<file path="src/rtl/reloc_pkg.sv">
package reloc_pkg;
  typedef enum logic {
    SEL_BASE  = 1'b0,
    SEL_LIMIT = 1'b1
  } cfg_sel_e;
endpackage

</file>
<file path="src/rtl/reloc_regs.sv">
module reloc_regs #(
  parameter int PW = 16
) (
  input  logic          clk,
  input  logic          rst_n,
  input  logic          cfg_we,
  input  logic          cfg_sel,
  input  logic [PW-1:0] cfg_data,
  input  logic          busy,
  output logic [PW-1:0] base_q,
  output logic [PW-1:0] limit_q
);
  import reloc_pkg::*;

  logic wr_accept;
  logic wr_base;
  logic wr_limit;

  assign wr_accept = cfg_we && !busy;
  assign wr_base   = wr_accept && (cfg_sel == SEL_BASE);
  assign wr_limit  = wr_accept && (cfg_sel == SEL_LIMIT);

  always_ff @(posedge clk or negedge rst_n) begin
    if (!rst_n) begin
      base_q  <= '0;
      limit_q <= '0;
    end else begin
      if (wr_base)  base_q  <= cfg_data;
      if (wr_limit) limit_q <= cfg_data;
    end
  end

  // writes overlapping a request leave both registers alone
  assert_hold_in_req_R7: assert property (@(posedge clk) disable iff (!rst_n)
    (cfg_we && busy) |=> ($stable(base_q) && $stable(limit_q)));

  // an accepted write lands in the selected register only
  assert_base_load_R6: assert property (@(posedge clk) disable iff (!rst_n)
    wr_base |=> (base_q == $past(cfg_data)) && $stable(limit_q));
  assert_limit_load_R6: assert property (@(posedge clk) disable iff (!rst_n)
    wr_limit |=> (limit_q == $past(cfg_data)) && $stable(base_q));
endmodule

</file>
<file path="src/rtl/reloc_check.sv">
module reloc_check #(
  parameter int AW = 12,
  parameter int PW = 16
) (
  input  logic [AW-1:0] addr,
  input  logic          user,
  input  logic [PW-1:0] base,
  input  logic [PW-1:0] limit,
  output logic          pass,
  output logic          fault,
  output logic [PW-1:0] phys
);
  localparam int EXT = PW - AW;

  function automatic logic [PW-1:0] widen(input logic [AW-1:0] a);
    return {{EXT{1'b0}}, a};
  endfunction

  function automatic logic below_limit(input logic [AW-1:0] a, input logic [PW-1:0] lim);
    return widen(a) < lim;
  endfunction

  function automatic logic [PW-1:0] add_base(input logic [AW-1:0] a, input logic [PW-1:0] b);
    return widen(a) + b;
  endfunction

  logic in_bounds;

  assign in_bounds = below_limit(addr, limit);
  assign pass      = !user || in_bounds;
  assign fault     = user && !in_bounds;
  assign phys      = user ? add_base(addr, base) : widen(addr);

  // a request is either forwarded or faulted, never both
  always_comb begin
    assert_one_outcome_R8: assert (!(pass && fault));
  end
endmodule

</file>
<file path="src/rtl/reloc_guard.sv">
module reloc_guard #(
  parameter int AW = 12,
  parameter int PW = 16
) (
  input  logic          clk,
  input  logic          rst_n,
  input  logic          req_valid,
  input  logic [AW-1:0] req_addr,
  input  logic          req_user,
  input  logic          cfg_we,
  input  logic          cfg_sel,
  input  logic [PW-1:0] cfg_data,
  output logic          out_valid,
  output logic [PW-1:0] out_addr,
  output logic          trap,
  output logic [AW-1:0] trap_addr
);
  localparam int EXT = PW - AW;

  if (PW <= AW) begin : g_bad_width
    initial $error("reloc_guard needs PW > AW so the limit can cover all addresses");
  end

  logic [PW-1:0] base_q;
  logic [PW-1:0] limit_q;
  logic          chk_pass;
  logic          chk_fault;
  logic [PW-1:0] chk_phys;
  logic          fwd_evt;
  logic          trap_evt;

  reloc_regs #(.PW(PW)) u_regs (
    .clk      (clk),
    .rst_n    (rst_n),
    .cfg_we   (cfg_we),
    .cfg_sel  (cfg_sel),
    .cfg_data (cfg_data),
    .busy     (req_valid),
    .base_q   (base_q),
    .limit_q  (limit_q)
  );

  reloc_check #(.AW(AW), .PW(PW)) u_check (
    .addr  (req_addr),
    .user  (req_user),
    .base  (base_q),
    .limit (limit_q),
    .pass  (chk_pass),
    .fault (chk_fault),
    .phys  (chk_phys)
  );

  assign fwd_evt  = req_valid && chk_pass;
  assign trap_evt = req_valid && chk_fault;

  always_ff @(posedge clk or negedge rst_n) begin
    if (!rst_n) begin
      out_valid <= 1'b0;
      out_addr  <= '0;
      trap      <= 1'b0;
      trap_addr <= '0;
    end else begin
      out_valid <= fwd_evt;
      out_addr  <= fwd_evt ? chk_phys : '0;
      trap      <= trap_evt;
      trap_addr <= trap_evt ? req_addr : '0;
    end
  end

  // a trap only follows a user-mode request at or past the limit
  assert_trap_cause_R3: assert property (@(posedge clk) disable iff (!rst_n)
    trap |-> $past(req_valid && req_user && ({{EXT{1'b0}}, req_addr} >= limit_q)));

  // user forward carries the relocated address
  assert_user_reloc_R2: assert property (@(posedge clk) disable iff (!rst_n)
    (out_valid && $past(req_user)) |-> out_addr == $past(base_q + {{EXT{1'b0}}, req_addr}));

  // supervisor forward is untouched
  assert_super_pass_R4: assert property (@(posedge clk) disable iff (!rst_n)
    (req_valid && !req_user) |=> out_valid && out_addr == {{EXT{1'b0}}, $past(req_addr)});

  // an empty cycle yields no output activity
  assert_idle_quiet_R5: assert property (@(posedge clk) disable iff (!rst_n)
    !req_valid |=> (!out_valid && !trap && out_addr == '0 && trap_addr == '0));

  // the two output strobes exclude each other
  assert_strobe_excl_R8: assert property (@(posedge clk) disable iff (!rst_n)
    !(out_valid && trap));
endmodule

</file>
<file path="config.mk">
export PLATFORM = sky130hd
export DESIGN_NAME = reloc_guard
export DESIGN_NICKNAME = d
export VERILOG_FILES = /design/src/rtl/reloc_pkg.sv /design/src/rtl/reloc_regs.sv /design/src/rtl/reloc_check.sv /design/src/rtl/reloc_guard.sv
export SDC_FILE = /design/constraint.sdc
export NUM_CORES = 1
export LEC_CHECK = 0
export BUFFER_PORTS_ARGS = -buffer_cell sky130_fd_sc_hd__buf_2
export CORE_UTILIZATION = 50
export CTS_BUF_LIST = sky130_fd_sc_hd__clkbuf_4 sky130_fd_sc_hd__clkbuf_8 sky130_fd_sc_hd__clkbuf_16
export CTS_CLUSTER_DIAMETER = 30
export DETAILED_ROUTE_END_ITERATION = 12
export GPL_TIMING_DRIVEN = 0
export PLACE_DENSITY = 0.76
export REMOVE_ABC_BUFFERS = 1
export SLEW_MARGIN = 20
export SYNTH_ARGS = -nofsm -noshare
export SYNTH_HDL_FRONTEND = slang
export SYNTH_SLANG_ARGS = --single-unit
</file>
<file path="constraint.sdc">
create_clock -name clk -period 6.65 [get_ports clk]
set_input_delay 0.665 -clock clk [delete_from_list [all_inputs] [get_ports clk]]
set_output_delay 0.665 -clock clk [all_outputs]
set_load 0.005 [all_outputs]
</file>
==> Word-level counts from Yosys, hierarchy flattened <==
Cells that the tools add are included.
{ "totals": {"regBits": 62, "input_bits": 34, "output_inout_bits": 30, "wordCells": 22} }
{ "classes": {"n_addsub": 1, "order_cmp": 1, "mux": 3, "bitwise_logic": 1, "reduce_logical": 10} }
{ "op_table": {"columns": ["cell", "count"], "rows": [
  ["two-way mux 16 bit", 2],
  ["adder 12 x 16 -> 16 bit", 1],
  ["< comparator 12 x 16 -> 1 bit", 1],
  ["two-way mux 12 bit", 1],
  ["logical AND 1 bit", 6],
  ["logical NOT 1 bit", 3],
  ["logical OR 1 bit", 1],
  ["inverter 1 bit", 1]
]} }

==> Logic depth before layout (Yosys ltp) <==
{ "logic_depth": {"word_depth": 5, "ltp_mapped": 9} }

==> Modules after synthesis <==
From an unflattened synthesis, not the netlist that was laid out.
{ "hier_totals": {"cells_unflattened": 288, "area_unflattened_um2": 3339.5} }
{ "modules_own_cells": {"columns": ["mod", "n_inst", "cells_each", "area_each_um2"], "rows": [
  ["reloc_regs", 1, 68, 1216.2],
  ["reloc_check", 1, 155, 1138.6],
  ["reloc_guard", 1, 65, 984.7]
]} }

==> Worst setup path before layout <==
OpenSTA, ideal clock, no wires.
{ "synth_path": {"path_type": "input port to flip-flop", "startpoint": "input port req_addr[0]", "endpoint": "register out_addr[8]", "arrival_time_ns": 2.511, "t_required_ns": 6.568, "slack_ns": 4.057, "cell_stages": 8, "path_buffers": 0, "cell_sequence": "ha_1 > fa_1 > a211oi_2 > o21bai_1 > a21oi_2 > nor2b_1 > or4b_1 > a31oi_1"} }
{ "synth_via": {"elab_chain_cells": 4} }
{ "synth_rtl": {"columns": ["element", "line_no", "source"], "rows": [
  ["from (decl)", "reloc_guard.sv:8", "input logic [AW-1:0] req_addr,"],
  ["< comparator 12 x 16 -> 1 bit", "reloc_check.sv:20", "return widen(a) < lim;"],
  ["logical OR 1 bit", "reloc_check.sv:30", "assign pass = !user || in_bounds;"],
  ["logical AND 1 bit", "reloc_guard.sv:53", "assign fwd_evt = req_valid && chk_pass;"],
  ["two-way mux 16 bit (*)", "reloc_guard.sv:64", "out_addr <= fwd_evt ? chk_phys : '0;"],
  ["to (signal assigned)", "reloc_guard.sv:64", null],
  ["to (decl)", "reloc_guard.sv:14", "output logic [PW-1:0] out_addr,"]
]} }
Mark *: on every way between the ends. The rest lies on a longest branch, timed or not.
A chain may end at the register's enable or synchronous reset.

==> Final worst setup path <==
Same ends and word-level chain as after synthesis.

==> flow_summary.json <==
{
  "status": "finished clean",
  "power_frac_comb_pct": 27.7,
  "drive_gt1_share_pct": 32.2,
  "power_frac_seq_pct": 44.2,
  "p_leak_nw": 1.88,
  "seq_area_frac_synth_pct": 48.0,
  "worst_pin_slew_ns": 0.905,
  "drv_cap": 0,
  "regToRegSetupSlack_ns": 4.17,
  "cts.clk_slew.worst_paths_ns": 0.07,
  "async_flop_share_pct": 100,
  "totalWireLength_mm": 6.41,
  "grt_max_degree": 63,
  "timing.final.crit_share_pct": 38.3,
  "start_util_pct": 53.3,
  "worst_hold_path_type": "primary input to asynchronous set/reset pin",
  "area_growth_pct": 17.8,
  "synth_cells": 294,
  "cts_max_path_buffers": 2,
  "p_clk_share_pct": 28.1,
  "cp.required_ns": 6.90,
  "grt_util_all_layers_pct": 21.0,
  "slew_headroom_pct": 39.3,
  "grt_setup_unrepaired": "no",
  "numPortBuffers": 63,
  "powerDensity_nw_per_um2": 273,
  "end_kind": "flop",
  "cp-start-kind": "primary input",
  "nets": 419,
  "crit_type": "primary input to flop",
  "hold_viol": 0,
  "h-tree-depth": 3,
  "synth_edf_count": 0,
  "drc": 0,
  "dieArea_um2": 6790,
  "synth.distinct_cells": 44,
  "grt_overflow": 0,
  "cp_max_fo": 4,
  "vias_per_cell": 5.40,
  "instances_no_fill": 441,
  "post-route-util_pct": 62.8,
  "fmax_mhz": 393,
  "dp_hpwl_mm": 4.80,
  "cts_resized": 0,
  "cts_setup_buffers": 0,
  "worstPathArrival_ns": 2.79,
  "grt_pass1_vias": 2236,
  "synth.cell_area_um2": 3230,
  "ys_seq_elements": 62,
  "finalSetupViolCount": 0,
  "clock_sinks": 62,
  "yosysWarnings": 0,
  "rows": 28,
  "cts_buffers": 9,
  "die_x_um": 82.4,
  "dr.first_iter.drc_count": 199,
  "root_buffer": "clkbuf_8",
  "place_inst": 425,
  "peakVddDrop_uv": 167,
  "cts_tree": "built",
  "hold_buffers": 0,
  "avgSynthCellArea_um2": 11.0,
  "worst_slack_ns": 4.10,
  "fin_crit_ns": 2.55,
  "place_ws_ns": 3.65,
  "die-height_um": 82.4,
  "core_area_um2": 6060,
  "skew_ns": 0.0120,
  "grt_first_pass_wirelength_mm": 10.6,
  "layout_common_cells": "62 x buf_2, 62 x dfrtp_1, 32 x mux2_2, 25 x nor2_1, 23 x ha_1",
  "power_mw": 1.04,
  "io_pins": 64,
  "wl_per_cell_um": 14.5,
  "antenna_found_initial": 0,
  "detail-route-antenna-nets": 0,
  "ys.flop_type": "dfrtp_1",
  "insertion_delay_ns": 0.34,
  "vias": 2382,
  "p_sw_mw": 0.324,
  "sw_frac_of_total_pct": 31.1,
  "tns_ns": 0,
  "report.final.slew_viol_count": 0,
  "intPower_mw": 0.717,
  "first_pass_iters": 4,
  "antenna_cells": 0,
  "gp_congestion": 0.858
}
## flip-flops by register name, summed over array words and instances, names as in the netlist
signal and count:
out_valid 1, trap 1, trap_addr 12, u_regs.base_q 16, u_regs.limit_q 16, out_addr 16
## per-layer routing
layer,vias up,track usage (%),wire length [µm]
li1,1189,-,-
met1,1113,30.4,3160
met2,69,30.2,2820
met3,11,3.96,315
met4,0,9.47,114
met5,-,0,0
## cells in the mapped netlist, drive strengths merged (2+ instances only)
library cell | count | area share [%]
nand2 | 9 | 1.0
dfrtp | 62 | 48
inv | 15 | 1.7
and2 | 12 | 2.3
mux2 | 32 | 11
a21oi | 20 | 3.2
and3 | 4 | 0.77
ha | 23 | 8.9
o21ai | 14 | 2.2
nand3 | 6 | 0.93
mux2i | 8 | 2.5
xnor2 | 5 | 1.4
o21bai | 3 | 0.70
a21o | 4 | 0.97
nor3 | 7 | 1.2
nor2 | 25 | 2.9
clkbuf | 5 | 0.58
a31oi | 5 | 0.97
nand2b | 2 | 0.39
nand3b | 2 | 0.46
buf | 2 | 0.31
o311a | 2 | 0.62
nor2b | 5 | 0.97
a211oi | 6 | 1.5
## logic make-up (layout without fill, tap and decap cells)
group | Yosys count | count (layout) | synth area share (%)
and+or+nand+nor | 80 | 80 | 13.1
DFF | 62 | 62 | 48.0
xor gates and xnor gates | 5 | 5 | 1.35
AOI/OAI and AO/OA | 60 | 60 | 11.7
adders and majority gates | 24 | 24 | 9.52
buffers and inverters | 23 | 95 | 2.75
muxes | 40 | 40 | 13.6
## power by group through the flow
stage | registers [mW] | logic (mW) | clock network, mW
2_1_floorplan | 0.459 | 0.204 | 0
3_3_place_gp | 0.464 | 0.276 | 0
3_5_place_dp | 0.467 | 0.287 | 0
4_1_cts | 0.460 | 0.288 | 0.298
5_1_grt | 0.466 | 0.329 | 0.316
6_report | 0.460 | 0.288 | 0.292
## metrics by stage
stage	cell area [µm²]	hold WS, ns
finish	3810	0.401
floorplan	3200	0.369
CTS	3800	0.426
global placement	3610	0.482
global route	3810	0.471
detailed placement	3630	0.487
## final cells by class
cell class,count,area [µm²]
Tap cell,75,93.8
Multi-Input combinational cell,209,1610
Clock inverter,4,22.5
Sequential cell,62,1550
Timing Repair Buffer,63,318
Fill cell,502,2250
Clock buffer,12,153
Inverter,16,60.1
## path summary, 6_finish.rpt
check,startpoint,to,depth (start not counted)
max in group asynchronous,rst_n,u_regs.limit_q[8],1
min,rst_n,out_addr[0],1
min reg2reg,u_regs.limit_q[4],u_regs.limit_q[4],1
max reg2reg,u_regs.base_q[0],out_addr[8],8
max,req_addr[0],out_addr[8],9
min in group clk,u_regs.limit_q[4],u_regs.limit_q[4],1
## worst max-delay path: stages
cell and delay, ns:
buf_2 0.12, ha_1 0.22, fa_1 0.43, a211oi_2 0.30
o21bai_1 0.13, a21oi_2 0.22, nor2b_1 0.08, or4b_1 0.46
a31oi_1 0.16
Power figures use the tool's default switching activity.
